## src/rtl/regbank_pkg.sv

```systemverilog
package regbank_pkg;
  localparam int DATA_W = 32;
  localparam int STRB_W = DATA_W / 8;
  localparam int IDX_W = 8;
  localparam logic [1:0] RESP_OKAY = 2'b00;
  localparam int unsigned VEC_BASE = 32'h100;
  localparam int unsigned COMMIT_OFS = 32'h110;

  typedef struct packed {
    logic             hit;
    logic [IDX_W-1:0] idx;
  } reg_sel_t;

  // Scalars take indices 0..ns-1, vector elements follow at ns..ns+nv-1
  function automatic reg_sel_t decode_addr(input logic [31:0] a,
                                           input int unsigned ns,
                                           input int unsigned nv);
    reg_sel_t s;
    int unsigned w;
    s.hit = 1'b0;
    s.idx = '0;
    w = int'(a >> 2);
    if (w < ns) begin
      s.hit = 1'b1;
      s.idx = IDX_W'(w);
    end else if (w >= VEC_BASE / 4 && w < VEC_BASE / 4 + nv) begin
      s.hit = 1'b1;
      s.idx = IDX_W'(ns + w - VEC_BASE / 4);
    end
    return s;
  endfunction

  function automatic logic [DATA_W-1:0] merge_bytes(input logic [DATA_W-1:0] old_v,
                                                    input logic [DATA_W-1:0] new_v,
                                                    input logic [STRB_W-1:0] be);
    logic [DATA_W-1:0] r;
    r = old_v;
    for (int b = 0; b < STRB_W; b++)
      if (be[b]) r[b*8 +: 8] = new_v[b*8 +: 8];
    return r;
  endfunction
endpackage

```

## src/rtl/regbank_wr_chan.sv

```systemverilog
module regbank_wr_chan
  import regbank_pkg::*;
#(
  parameter int ADDR_W = 12
) (
  input  logic              clk,
  input  logic              rst_n,
  input  logic [ADDR_W-1:0] awaddr,
  input  logic              awvalid,
  output logic              awready,
  input  logic [DATA_W-1:0] wdata,
  input  logic [STRB_W-1:0] wstrb,
  input  logic              wvalid,
  output logic              wready,
  output logic              bvalid,
  input  logic              bready,
  output logic              wr_en,
  output logic [ADDR_W-1:0] wr_addr,
  output logic [DATA_W-1:0] wr_data,
  output logic [STRB_W-1:0] wr_strb
);
  logic aw_held, w_held;

  assign awready = !aw_held;
  assign wready  = !w_held;
  assign wr_en   = aw_held && w_held && !bvalid;

  always_ff @(posedge clk) begin
    if (!rst_n) begin
      aw_held <= 1'b0;
      w_held  <= 1'b0;
      bvalid  <= 1'b0;
      wr_addr <= '0;
      wr_data <= '0;
      wr_strb <= '0;
    end else begin
      if (wr_en) begin
        aw_held <= 1'b0;
        w_held  <= 1'b0;
        bvalid  <= 1'b1;
      end else if (bvalid && bready) begin
        bvalid <= 1'b0;
      end
      if (awvalid && awready) begin
        aw_held <= 1'b1;
        wr_addr <= awaddr;
      end
      if (wvalid && wready) begin
        w_held  <= 1'b1;
        wr_data <= wdata;
        wr_strb <= wstrb;
      end
    end
  end
endmodule

```

## src/rtl/regbank_store.sv

```systemverilog
module regbank_store
  import regbank_pkg::*;
#(
  parameter int ADDR_W   = 12,
  parameter int N_SCALAR = 4,
  parameter int N_VEC    = 2,
  localparam int N_REGS  = N_SCALAR + N_VEC
) (
  input  logic                      clk,
  input  logic                      rst_n,
  input  logic                      wr_en,
  input  logic [ADDR_W-1:0]         wr_addr,
  input  logic [DATA_W-1:0]         wr_data,
  input  logic [STRB_W-1:0]         wr_strb,
  output logic [DATA_W*N_SCALAR-1:0] scalar_o,
  output logic [DATA_W*N_VEC-1:0]    vec_o,
  output logic                      commit_o,
  output logic [DATA_W-1:0]         rb_vals [N_REGS]
);
  reg_sel_t sel;
  logic     commit_hit;

  assign sel        = decode_addr(32'(wr_addr), N_SCALAR, N_VEC);
  assign commit_hit = wr_en && (32'(wr_addr) == COMMIT_OFS) && wr_strb[0] && wr_data[0];

  for (genvar i = 0; i < N_SCALAR; i++) begin : g_scalar
    logic [DATA_W-1:0] sc_q;
    always_ff @(posedge clk) begin
      if (!rst_n) sc_q <= '0;
      else if (wr_en && sel.hit && sel.idx == IDX_W'(i))
        sc_q <= merge_bytes(sc_q, wr_data, wr_strb);
    end
    assign scalar_o[i*DATA_W +: DATA_W] = sc_q;
    assign rb_vals[i] = sc_q;
  end

  for (genvar j = 0; j < N_VEC; j++) begin : g_vec
    logic [DATA_W-1:0] sh_q, live_q;
    always_ff @(posedge clk) begin
      if (!rst_n) begin
        sh_q   <= '0;
        live_q <= '0;
      end else begin
        if (wr_en && sel.hit && sel.idx == IDX_W'(N_SCALAR + j))
          sh_q <= merge_bytes(sh_q, wr_data, wr_strb);
        if (commit_hit) live_q <= sh_q;
      end
    end
    assign vec_o[j*DATA_W +: DATA_W] = live_q;
    assign rb_vals[N_SCALAR + j] = sh_q;
  end

  always_ff @(posedge clk) begin
    if (!rst_n) commit_o <= 1'b0;
    else        commit_o <= commit_hit;
  end
endmodule

```

## src/rtl/regbank_rd_pipe.sv

```systemverilog
module regbank_rd_pipe
  import regbank_pkg::*;
#(
  parameter int ADDR_W     = 12,
  parameter int N_SCALAR   = 4,
  parameter int N_VEC      = 2,
  parameter int READBACK   = 0,
  parameter int PORT_RATIO = 2,
  localparam int N_REGS    = N_SCALAR + N_VEC,
  localparam int RSAFE     = (PORT_RATIO == 0) ? 1 : PORT_RATIO,
  localparam int N_GRP     = (N_REGS + RSAFE - 1) / RSAFE
) (
  input  logic              clk,
  input  logic              rst_n,
  input  logic [ADDR_W-1:0] araddr,
  input  logic              arvalid,
  output logic              arready,
  output logic [DATA_W-1:0] rdata,
  output logic              rvalid,
  input  logic              rready,
  input  logic [DATA_W-1:0] rb_vals [N_REGS]
);
  reg_sel_t          sel;
  logic              ar_fire, busy, sel_live;
  logic              resp_v;
  logic [DATA_W-1:0] resp_d;

  assign arready  = !busy;
  assign ar_fire  = arvalid && !busy;
  assign sel      = decode_addr(32'(araddr), N_SCALAR, N_VEC);
  assign sel_live = sel.hit && (READBACK != 0);

  if (PORT_RATIO == 0) begin : g_flat
    always_comb begin
      resp_d = '0;
      for (int k = 0; k < N_REGS; k++)
        if (sel_live && sel.idx == IDX_W'(k)) resp_d = rb_vals[k];
    end
    assign resp_v = ar_fire;
  end else begin : g_chain
    logic              lk_v   [N_GRP+1];
    logic              lk_hit [N_GRP+1];
    logic [IDX_W-1:0]  lk_idx [N_GRP+1];
    logic [DATA_W-1:0] lk_d   [N_GRP+1];
    assign lk_v[0]   = ar_fire;
    assign lk_hit[0] = sel_live;
    assign lk_idx[0] = sel.idx;
    assign lk_d[0]   = '0;
    for (genvar g = 0; g < N_GRP; g++) begin : g_stage
      logic              st_v, st_hit;
      logic [IDX_W-1:0]  st_idx;
      logic [DATA_W-1:0] st_d, part;
      always_comb begin
        part = '0;
        for (int j = 0; j < RSAFE; j++) begin
          if (g*RSAFE + j < N_REGS && lk_hit[g] && lk_idx[g] == IDX_W'(g*RSAFE + j))
            part = rb_vals[(g*RSAFE + j < N_REGS) ? g*RSAFE + j : N_REGS - 1];
        end
      end
      always_ff @(posedge clk) begin
        if (!rst_n) begin
          st_v   <= 1'b0;
          st_hit <= 1'b0;
          st_idx <= '0;
          st_d   <= '0;
        end else begin
          st_v   <= lk_v[g];
          st_hit <= lk_hit[g];
          st_idx <= lk_idx[g];
          st_d   <= lk_d[g] | part;
        end
      end
      assign lk_v[g+1]   = st_v;
      assign lk_hit[g+1] = st_hit;
      assign lk_idx[g+1] = st_idx;
      assign lk_d[g+1]   = st_d;
    end
    assign resp_v = lk_v[N_GRP];
    assign resp_d = lk_d[N_GRP];
  end

  always_ff @(posedge clk) begin
    if (!rst_n) begin
      busy   <= 1'b0;
      rvalid <= 1'b0;
      rdata  <= '0;
    end else begin
      if (ar_fire) busy <= 1'b1;
      if (rvalid && rready) begin
        rvalid <= 1'b0;
        busy   <= 1'b0;
      end
      if (resp_v) begin
        rvalid <= 1'b1;
        rdata  <= resp_d;
      end
    end
  end
endmodule

```

## src/rtl/regbank_axil.sv

```systemverilog
module regbank_axil
  import regbank_pkg::*;
#(
  parameter int ADDR_W     = 12,
  parameter int N_SCALAR   = 4,
  parameter int N_VEC      = 2,
  parameter int READBACK   = 0,
  parameter int PORT_RATIO = 2,
  localparam int N_REGS    = N_SCALAR + N_VEC
) (
  input  logic                      clk,
  input  logic                      rst_n,
  input  logic [ADDR_W-1:0]         s_awaddr,
  input  logic                      s_awvalid,
  output logic                      s_awready,
  input  logic [31:0]               s_wdata,
  input  logic [3:0]                s_wstrb,
  input  logic                      s_wvalid,
  output logic                      s_wready,
  output logic [1:0]                s_bresp,
  output logic                      s_bvalid,
  input  logic                      s_bready,
  input  logic [ADDR_W-1:0]         s_araddr,
  input  logic                      s_arvalid,
  output logic                      s_arready,
  output logic [31:0]               s_rdata,
  output logic [1:0]                s_rresp,
  output logic                      s_rvalid,
  input  logic                      s_rready,
  output logic [32*N_SCALAR-1:0]    scalar_o,
  output logic [32*N_VEC-1:0]       vec_o,
  output logic                      vec_commit_o
);
  logic              wr_en;
  logic [ADDR_W-1:0] wr_addr;
  logic [DATA_W-1:0] wr_data;
  logic [STRB_W-1:0] wr_strb;
  logic [DATA_W-1:0] rb_vals [N_REGS];

  assign s_bresp = RESP_OKAY;
  assign s_rresp = RESP_OKAY;

  regbank_wr_chan #(.ADDR_W(ADDR_W)) u_wr (
    .clk(clk), .rst_n(rst_n),
    .awaddr(s_awaddr), .awvalid(s_awvalid), .awready(s_awready),
    .wdata(s_wdata), .wstrb(s_wstrb), .wvalid(s_wvalid), .wready(s_wready),
    .bvalid(s_bvalid), .bready(s_bready),
    .wr_en(wr_en), .wr_addr(wr_addr), .wr_data(wr_data), .wr_strb(wr_strb)
  );

  regbank_store #(.ADDR_W(ADDR_W), .N_SCALAR(N_SCALAR), .N_VEC(N_VEC)) u_store (
    .clk(clk), .rst_n(rst_n),
    .wr_en(wr_en), .wr_addr(wr_addr), .wr_data(wr_data), .wr_strb(wr_strb),
    .scalar_o(scalar_o), .vec_o(vec_o), .commit_o(vec_commit_o), .rb_vals(rb_vals)
  );

  regbank_rd_pipe #(.ADDR_W(ADDR_W), .N_SCALAR(N_SCALAR), .N_VEC(N_VEC),
                    .READBACK(READBACK), .PORT_RATIO(PORT_RATIO)) u_rd (
    .clk(clk), .rst_n(rst_n),
    .araddr(s_araddr), .arvalid(s_arvalid), .arready(s_arready),
    .rdata(s_rdata), .rvalid(s_rvalid), .rready(s_rready), .rb_vals(rb_vals)
  );
endmodule

```

## config.mk

```make
export PLATFORM = sky130hd
export DESIGN_NAME = regbank_axil
export DESIGN_NICKNAME = d
export VERILOG_FILES = /design/src/rtl/regbank_pkg.sv /design/src/rtl/regbank_wr_chan.sv /design/src/rtl/regbank_store.sv /design/src/rtl/regbank_rd_pipe.sv /design/src/rtl/regbank_axil.sv
export SDC_FILE = /design/constraint.sdc
export NUM_CORES = 1
export LEC_CHECK = 0
export BUFFER_PORTS_ARGS = -buffer_cell sky130_fd_sc_hd__buf_2
export CORE_MARGIN = 4
export CORE_UTILIZATION = 30
export CTS_CLUSTER_SIZE = 28
export DETAILED_ROUTE_END_ITERATION = 8
export PLACE_DENSITY = 0.49
export REMOVE_ABC_BUFFERS = 1
export SLEW_MARGIN = 5
export SYNTH_ARGS = -nofsm -noshare
export SYNTH_HDL_FRONTEND = slang
export SYNTH_SLANG_ARGS = --single-unit
```

## constraint.sdc

```tcl
create_clock -name clk -period 1.95 [get_ports clk]
set_input_delay 0.0975 -clock clk [delete_from_list [all_inputs] [get_ports clk]]
set_output_delay 0.0975 -clock clk [all_outputs]
set_load 0.03 [all_outputs]
```

Yosys cells after proc, flatten, opt, wreduce, memory -nomap -nowiden
Index checks and enable logic that the tools add are counted.
{"block": "totals", "register_bits": 313, "latchBits": 0, "mem_bits_rw": 0, "romBits": 0, "in_bits": 67, "out_inout_bits": 234, "elab_cells": 111, "n_memories": 0}
{"block": "op_classes", "addsub": 2, "mul": 0, "div": 0, "n_lt_le_gt_ge": 3, "n_eq_ne": 6, "n_shift": 0, "mux": 9, "n_bitwise": 1, "reduce_logical": 52}
{"operator": "2-bit AND reduction", "count": 24}
{"operator": "1-bit logical AND", "count": 18}
{"operator": "9-bit 2-to-1 mux", "count": 2}
{"operator": "8-bit by 2-bit == test with 1-bit output (second input constant)", "count": 2}
{"operator": "8-bit by 3-bit == test with 1-bit output (second input constant)", "count": 2}
{"operator": "12-bit by 9-bit == test with 1-bit output (second input constant)", "count": 1}
{"operator": "10-bit by 7-bit greater-or-equal comparator with 1-bit output (second input constant)", "count": 1}
{"operator": "10-bit by 3-bit < comparator with 1-bit output (second input constant)", "count": 1}
{"operator": "10-bit by 7-bit < comparator with 1-bit output (second input constant)", "count": 1}
{"operator": "3-bit by 8-bit adder with 8-bit output (first input constant)", "count": 1}
{"operator": "8-bit by 1-bit == test with 1-bit output (second input constant)", "count": 1}
{"operator": "8-bit zero test", "count": 1}
{"operator": "2-bit nonzero test", "count": 4}
{"operator": "8-bit by 7-bit subtractor with 8-bit output (second input constant)", "count": 1}
{"operator": "1-bit 2-to-1 mux", "count": 7}
{"operator": "1-bit zero test", "count": 4}
{"operator": "2-bit OR reduction", "count": 1}
{"operator": "1-bit NOT", "count": 1}

Longest topological paths before layout
Gate-level depths: netlist (run 1).
{"block": "depth", "word_depth": 7, "mapped_depth": 8, "mapped_depth_nobuf": 7}

Hierarchy
A second synthesis (run 1) with hierarchy kept.
{"block": "hier_totals", "hier_cells": 1393, "hier_area_um2": 13259.0}
{"mod": "regbank_store", "n_inst": 1, "cells_each": 1120, "area_each_um2": 10717.8, "seq_area_each_um2": 5144.9}
{"mod": "regbank_wr_chan", "n_inst": 1, "cells_each": 222, "area_each_um2": 2113.3, "seq_area_each_um2": 1021.0}
{"mod": "regbank_rd_pipe", "n_inst": 1, "cells_each": 46, "area_each_um2": 394.1, "seq_area_each_um2": 100.1}
{"mod": "regbank_axil", "n_inst": 1, "cells_each": 5, "area_each_um2": 33.8, "seq_area_each_um2": 0.0}

Worst setup path after synthesis (run 1)
Ideal clock, no wire load.
{"block": "synth_timing", "path_kind": "reg2reg", "startpoint": "register u_wr.w_held", "endpoint": "register u_store.g_vec[1].live_q[10]", "setup_time_ns": 0.143, "arrival_ns": 1.899, "t_required_ns": 1.807, "path_slack_ns": -0.092, "path_stages_with_launch": 9, "n_path_buf": 3, "period_less_slack_ns": 2.042, "path_cell_list": "dfxtp_1 > inv_1 > or3_1 > buf_2 > or4_1 > buf_2 > buf_6 > nand2_1 > a21oi_2"}
{"block": "synth_between", "elab_chain_cells": 5}
{"item": "start: declaration", "line_no": "regbank_wr_chan.sv:22", "text": "logic aw_held, w_held;"}
{"item": "start signal: assignment", "line_no": "regbank_wr_chan.sv:31", "text": "w_held <= 1'b0;"}
{"item": "start signal: assignment", "line_no": "regbank_wr_chan.sv:39", "text": "w_held <= 1'b0;"}
{"item": "start signal: assignment", "line_no": "regbank_wr_chan.sv:49", "text": "w_held <= 1'b1;"}
{"item": "1-bit logical AND (2 in series)", "line_no": "regbank_wr_chan.sv:26", "text": "assign wr_en = aw_held && w_held && !bvalid;"}
{"item": "1-bit logical AND (3 in series)", "line_no": "regbank_store.sv:24", "text": "assign commit_hit = wr_en && (32'(wr_addr) == COMMIT_OFS) && wr_strb[0] && wr_data[0];"}
{"item": "end signal: assignment", "line_no": "regbank_store.sv:46", "text": "if (commit_hit) live_q <= sh_q;"}
{"item": "end: declaration", "line_no": "regbank_store.sv:38", "text": "logic [DATA_W-1:0] sh_q, live_q;"}
Every way passes these cells.
A chain may end at the register's enable or synchronous reset.

Worst setup path after layout (run 1)
{"block": "layout_timing", "startpoint": "register u_wr.wr_addr[4]", "endpoint": "register u_store.g_vec[0].live_q[2]"}
{"block": "layout_between", "elab_chain_cells": 4}
{"item": "start: declaration", "line_no": "regbank_wr_chan.sv:18", "text": "output logic [ADDR_W-1:0] wr_addr,"}
{"item": "start signal: assignment", "line_no": "regbank_wr_chan.sv:46", "text": "wr_addr <= awaddr;"}
{"item": "12-bit by 9-bit == test with 1-bit output", "line_no": "regbank_store.sv:24"}
{"item": "1-bit logical AND (3 in series)", "line_no": "regbank_store.sv:24"}
{"item": "end signal: assignment", "line_no": "regbank_store.sv:46"}
{"item": "end: declaration", "line_no": "regbank_store.sv:38"}
Every way passes these cells.

==> impl_metrics.env, run 1 <==
export IMPL_status="finished clean"
export IMPL_tns_ns=0
export IMPL_dp_hpwl_um=24540
export IMPL_grt_max_degree=90
export IMPL_reg2reg_depth=10
export IMPL_dr_pass1_iters=5
export IMPL_synthArstFlopShare=0
export IMPL_path_clk_slew_ns=0.06
export IMPL_drcViolationCount=0
export IMPL_finalHoldViolCount=0
export IMPL_wire_per_inst_um=17.02
export IMPL_gp_congestion=0.7337
export IMPL_die_h_um=213.7
export IMPL_setup_slack_ns=0.04116
export IMPL_clockBufferDepth=3
export IMPL_place_ws_ns=-0.1162
export IMPL_area_growth_pct=27.17
export IMPL_nets=1724
export IMPL_initialDrtViolationCount=403
export IMPL_end_kind="flip-flop"
export IMPL_core_area_mm2=0.04185
export IMPL_synth_yosys_warnings=0
export IMPL_min_from="s_awvalid"
export IMPL_clock_latency_ns=0.53
export IMPL_synth_commonest_cells="nand2_1 (488), dfxtp_1 (313), buf_4 (164)"
export IMPL_min_path_cells=4
export IMPL_min_period_over_period=0.9789
export IMPL_cts_tree="done"
export IMPL_ir_drop_v=0.0004570
export IMPL_first_global_vias=9603
export IMPL_crit_type="reg -> reg"
export IMPL_overflow=0
export IMPL_diodes=0
export IMPL_fmax_ghz=0.5239
export IMPL_synth_edf_count=0
export IMPL_fin_crit_ns=1.909
export IMPL_r2r_end="u_store.g_vec[0].live_q[2]"
export IMPL_grt_usage=0.1574
export IMPL_drv_slew=0
export IMPL_io_buffer_count=252
export IMPL_synth_area_per_cell_um2=8.853
export IMPL_r2r_start="u_wr.wr_addr[4]"
export IMPL_p_total_mw=14.56
export IMPL_setup_viol=0
export IMPL_hp_class="in -> reg"
export IMPL_viasPerCell=4.429
export IMPL_synthesis_area_mm2=0.01269
export IMPL_p_leak_nw=6.936
export IMPL_synth_area_top_cells="dfxtp_1 (49%), nand2_1 (14%), mux2i_1 (13%)"
export IMPL_r2r_setup_slack_ns=0.04
export IMPL_cp_data_arrival_time_ns=2.37
export IMPL_synth_most_common_cell="nand2_1"
export IMPL_required_ns=2.41
export IMPL_synth_seq_area_share=0.4936
export IMPL_clock_sinks=313
export IMPL_whs_endpoint="u_wr.aw_held"
export IMPL_htree_num_levels=2
export IMPL_die_x_um=213.7
export IMPL_drv_cap=0
export IMPL_cts_buffers=36
export IMPL_final_cells=2219
export IMPL_antenna_found_initial=0
export IMPL_ant_nets=0
export IMPL_clock_skew_ns=0.008283
export IMPL_wl_um=37770
export IMPL_power_density_mw_per_mm2=902.2
export IMPL_cp_max_fo=8
export IMPL_syn_inst=1434
export IMPL_ios=301
export IMPL_netlist_area_leader_share=0.4936
export IMPL_grt_setup_unrepaired="yes"
export IMPL_dp_cells=2091
export IMPL_grt_pass1_wl_um=55680
export IMPL_yosysTopAreaCell="dfxtp_1"
export IMPL_rows=75
export IMPL_final_layout_size_suffix_gt1_frac=0.2732
export IMPL_holdWs_ns=0.3470
export IMPL_cts_root_buf="clkbuf_16"
export IMPL_num_vias=9828
export IMPL_die_area_mm2=0.04567
export IMPL_start_util=0.3033
export IMPL_yosys_cell_types_count=39
export IMPL_cp_start_kind="flip-flop"
export IMPL_nFillCells=4259
export IMPL_ys_ff_latch=313
export IMPL_synthFlopType="dfxtp_1"
## worst max path at each step
stage,startpoint,to,slack [ns]
2_1_floorplan,u_wr.w_held,u_store.g_vec[1].live_q[0],-1.04
5_1_grt,u_wr.wr_addr[0],u_store.g_vec[1].live_q[15],-0.08
4_1_cts,u_wr.wr_addr[5],u_store.g_scalar[2].sc_q[7],0.001
6_report,u_wr.wr_addr[4],u_store.g_vec[0].live_q[2],0.04
3_5_place_dp,u_wr.aw_held,u_store.g_vec[1].live_q[11],-0.12
3_3_place_gp,u_wr.aw_held,u_store.g_vec[1].live_q[11],-0.10
## critical path, stage by stage, from the launching register on
cell	delay [ns]
dfxtp_4	0.37
buf_4	0.13
ha_4	0.13
nand4_1	0.11
buf_4	0.17
nor4_4	0.29
buf_6	0.18
buf_12	0.11
clkbuf_16	0.16
nand2_1	0.06
a21oi_1	0.13
## cell families (layout without fill, tap and decap cells)
family,count (synthesis),in the layout,synth area share
XOR/XNOR,1,1,0.0006901
other,1,36,0.0002954
AO/OA/AOI/OAI,151,151,0.06692
multiplexers,160,160,0.1262
buffers and inverters,251,462,0.1312
AND/OR/NAND/NOR,554,554,0.1782
adder cells (fa/ha/maj),3,3,0.002957
flip-flops,313,313,0.4936
## power by group
group	leakage [nW]	internal, mW	switching, mW
sequential	2.53	6.46	0.0523
clock	0.631	4.53	2.71
combinational	3.78	0.291	0.519
total	6.94	11.3	3.28
## state kept, by name, summed over array words and instances (netlist names)
signal                     count
u_store.commit_o               1
u_rd.rvalid                    1
u_store.g_vec.sh_q            64
u_wr.aw_held                   1
u_wr.wr_data                  32
u_rd.g_chain.g_stage.st_v      3
u_store.g_vec.live_q          64
u_wr.w_held                    1
u_rd.busy                      1
u_store.g_scalar.sc_q        128
u_wr.bvalid                    1
u_wr.wr_addr                  12
u_wr.wr_strb                   4
## through the flow
stage | util | cell area, um^2
floorplan | - | 11190
global placement | 0.3358 | 14050
detailed placement | 0.3358 | 14050
CTS | 0.3799 | 15900
global route | 0.3857 | 16140
finish | 0.3857 | 16140
## layer usage
| metal | track usage | wire (um) |
|---|---|---|
| met1 | 0.2160 | 17580 |
| met2 | 0.2518 | 17650 |
| met3 | 0.02999 | 1600 |
| met4 | 0.05054 | 935 |
| met5 | 0 | 0 |
## layout by cell type (no fill, tap or decap), types with 2 or more instances in the layout
| master | count |
|---|---|
| and2_1 | 6 |
| clkbuf_8 | 7 |
| conb_1 | 36 |
| a21oi_2 | 24 |
| clkbuf_1 | 4 |
| nand2b_1 | 3 |
| dfxtp_1 | 310 |
| and3_4 | 8 |
| nor2_1 | 8 |
| mux2i_1 | 160 |
| buf_6 | 2 |
| buf_2 | 251 |
| nor3b_2 | 2 |
| inv_1 | 4 |
| a21oi_1 | 123 |
| dfxtp_2 | 2 |
| nand3_1 | 6 |
| dlygate4sd3_1 | 56 |
| nand2_1 | 481 |
| ha_4 | 2 |
| buf_12 | 29 |
| clkbuf_16 | 39 |
| clkinv_2 | 9 |
| bufinv_16 | 6 |
| inv_2 | 3 |
| and3_1 | 10 |
| nand2_2 | 10 |
| buf_4 | 49 |
| and4_1 | 2 |
## cell type report
cell class,instances,area (um^2),share of cell area
Timing Repair Buffer,390,2853,0.1767
Inverter,8,35.03,0.002170
Clock buffer,48,1037,0.06425
Tap cell,539,674.4,0.04177
Multi-Input combinational cell,905,5040,0.3122
Sequential cell,313,6272,0.3885
Clock inverter,16,232.7,0.01442
## repair_timing
item / CTS / global route
hold endpoints to repair: 72 / 0
endpoints found under the setup margin: 84 / 236
hold buffers: 56 / 0
pin swaps: 0 / 8
setup buffers: 0 / 6
cloned: 0 / 2
resized for setup: 5 / 33
Power figures use the tool's default switching activity.
==> inputs of run 2 (changes only) <==
--- a/config.mk
+++ b/config.mk
@@ -7,10 +7,10 @@
 export LEC_CHECK = 0
 export BUFFER_PORTS_ARGS = -buffer_cell sky130_fd_sc_hd__buf_2
 export CORE_MARGIN = 4
-export CORE_UTILIZATION = 30
+export CORE_UTILIZATION = 48
 export CTS_CLUSTER_SIZE = 28
 export DETAILED_ROUTE_END_ITERATION = 8
-export PLACE_DENSITY = 0.49
+export PLACE_DENSITY = 0.73
 export REMOVE_ABC_BUFFERS = 1
 export SLEW_MARGIN = 5
 export SYNTH_ARGS = -nofsm -noshare
==> run 2 against run 1 <==
Against the previous run:
- wire length fell by 12%
- clock power fell by 11%
- die area decreased by 36%
- combinational power decreased by 4.4%
- cell area is 3.6% lower
- critical path depth decreased by 2
- flip-flop and latch count did not move
- setup slack worse by 0.034 ns
- total power is 5.7% lower
- sequential share of layout area is 1.5 points higher
- fmax fell by 1.8%
- critical endpoint is now u_store.g_vec[1].sh_q[8]
- highest routed layer unchanged
==> impl_metrics.env, run 2 (synthesis results as in run 1) <==
export IMPL_status="finished clean"
export IMPL_num_vias=9904
export IMPL_largest_reg_flops=128
export IMPL_r2r_setup_slack_ns=0.007
export IMPL_wire_per_inst_um=16.80
export IMPL_diodes=0
export IMPL_final_layout_size_suffix_gt1_frac=0.2591
export IMPL_crit_type="reg -> reg"
export IMPL_nets=1700
export IMPL_viasPerCell=4.984
export IMPL_regMostFlops="u_store.g_scalar.sc_q"
export IMPL_final_common_cell="nand2_1"
export IMPL_dp_hpwl_um=21610
export IMPL_die_area_mm2=0.02911
export IMPL_p_leak_nw=6.737
export IMPL_area_growth_pct=22.54
export IMPL_end_kind="flip-flop"
export IMPL_dr_pass1_iters=5
export IMPL_cts_root_buf="clkbuf_16"
export IMPL_drv_cap=0
export IMPL_drcViolationCount=0
export IMPL_finalHoldViolCount=0
export IMPL_cts_tree="done"
export IMPL_worst_slew_pin_slew_ns=0.5521
export IMPL_cp_max_fo=8
export IMPL_die_h_um=170.6
export IMPL_clock_latency_ns=0.50
export IMPL_fmax_ghz=0.5146
export IMPL_htree_num_levels=2
export IMPL_fin_crit_ns=1.943
export IMPL_clock_skew_ns=0.01350
export IMPL_min_period_over_period=0.9965
export IMPL_start_util=0.4872
export IMPL_drv_slew=0
export IMPL_setup_slack_ns=0.006755
export IMPL_core_area_mm2=0.02606
export IMPL_required_ns=2.36
export IMPL_overflow=0
export IMPL_grt_pass1_wl_um=51850
export IMPL_final_cells=1987
export IMPL_antenna_found_initial=0
export IMPL_reg2reg_depth=8
export IMPL_grt_usage=0.2210
export IMPL_cp_data_arrival_time_ns=2.36
export IMPL_grt_setup_unrepaired="yes"
export IMPL_ant_nets=0
export IMPL_cts_buffers=34
export IMPL_cp_start_kind="flip-flop"
export IMPL_relSlewSlack=0.6319
export IMPL_grt_max_degree=118
export IMPL_final_cell_mix="nand2_1 (486), dfxtp_1 (309), buf_2 (251)"
export IMPL_gp_congestion=0.8353
export IMPL_wl_um=33370
export IMPL_initialDrtViolationCount=512
export IMPL_clock_sinks=313
export IMPL_path_clk_slew_ns=0.06
export IMPL_hp_class="in -> reg"
export IMPL_reg_top3="u_store.g_scalar.sc_q (128), u_store.g_vec.live_q (64), u_store.g_vec.sh_q (64)"
export IMPL_first_global_vias=9836
export IMPL_min_path_cells=3
export IMPL_rows=59
export IMPL_io_buffer_count=252
export IMPL_clockBufferDepth=3
export IMPL_ir_drop_v=0.0005982
export IMPL_place_ws_ns=-0.2084
export IMPL_ios=301
export IMPL_setup_viol=0
export IMPL_dp_cells=1869
export IMPL_power_density_mw_per_mm2=883.4
export IMPL_die_x_um=170.6
run 2: changes by cell type in the layout (fill, tap and decap cells not counted), sizes merged:
| cell | change |
|---|---|
| dlygate4sd3 | -2 |
| buf | -18 |
| clkinvlp | -1 |
| bufinv | -4 |
| clkinv | -5 |
| clkbuf | +2 |
run 2: where the power goes:
| part | internal, mW | leakage (nW) | switching, mW |
|---|---|---|---|
| sequential | 6.46 | 2.53 | 0.0576 |
| combinational | 0.270 | 3.65 | 0.504 |
| clock | 3.97 | 0.560 | 2.48 |
run 2: worst max-delay path, cell delays in order, from the launching register on:
cell	delay [ns]
dfxtp_4	0.37
ha_1	0.21
xnor2_1	0.25
a21oi_4	0.13
nor3_2	0.14
buf_4	0.19
and3_4	0.20
buf_12	0.14
mux2i_2	0.22
run 2: what timing repair did:
action / in CTS / in global routing
gates resized for setup: 16 / 35
endpoints found under the setup margin: 192 / 187
pin swaps: 3 / 8
buffers inserted: 3 / 2
endpoints found under the hold margin: 54 / 0
hold buffers: 54 / 0
gates cloned: 2 / 0
run 2: through the flow:
step | utilization | setup TNS [ns] | hold slack [ns] | area [um^2] | power [mW]
finish | 0.5970 | 0 | 0.1115 | 15560 | 13.74
global route | 0.5970 | -0.6398 | 0.1273 | 15560 | 14.21
CTS | 0.5924 | -0.01432 | 0.09559 | 15440 | 13.81
detailed placement | 0.5224 | -14.23 | 0.3294 | 13610 | 7.301
global placement | 0.5224 | -8.867 | 0.3014 | 13610 | 7.287
floorplan | - | -131.85 | 0.1976 | 11190 | 6.986
run 2: area by class of cell:
class | instances | area (um^2)
Sequential cell | 313 | 6276
Multi-Input combinational cell | 905 | 5074
Clock buffer | 52 | 1052
Tap cell | 335 | 419.2
Timing Repair Buffer | 368 | 2620
Clock inverter | 6 | 80.08
Fill cell | 2229 | 10500
Inverter | 8 | 35.03
run 2: worst paths after layout:
path / to / from
setup reg to reg: u_store.g_vec[1].sh_q[8] / u_wr.wr_addr[4]
setup / recovery: u_store.g_vec[1].sh_q[8] / u_wr.wr_addr[4]
hold reg to reg: u_rd.g_chain.g_stage[2].st_v / u_rd.g_chain.g_stage[1].st_v
hold / removal: u_store.g_vec[1].live_q[29] / rst_n
run 2: per-layer routing:
metal	GRT usage	share of wire
met2	0.3769	0.49
met4	0.06944	0.026
met1	0.2881	0.44
met5	0	0
met3	0.03581	0.049
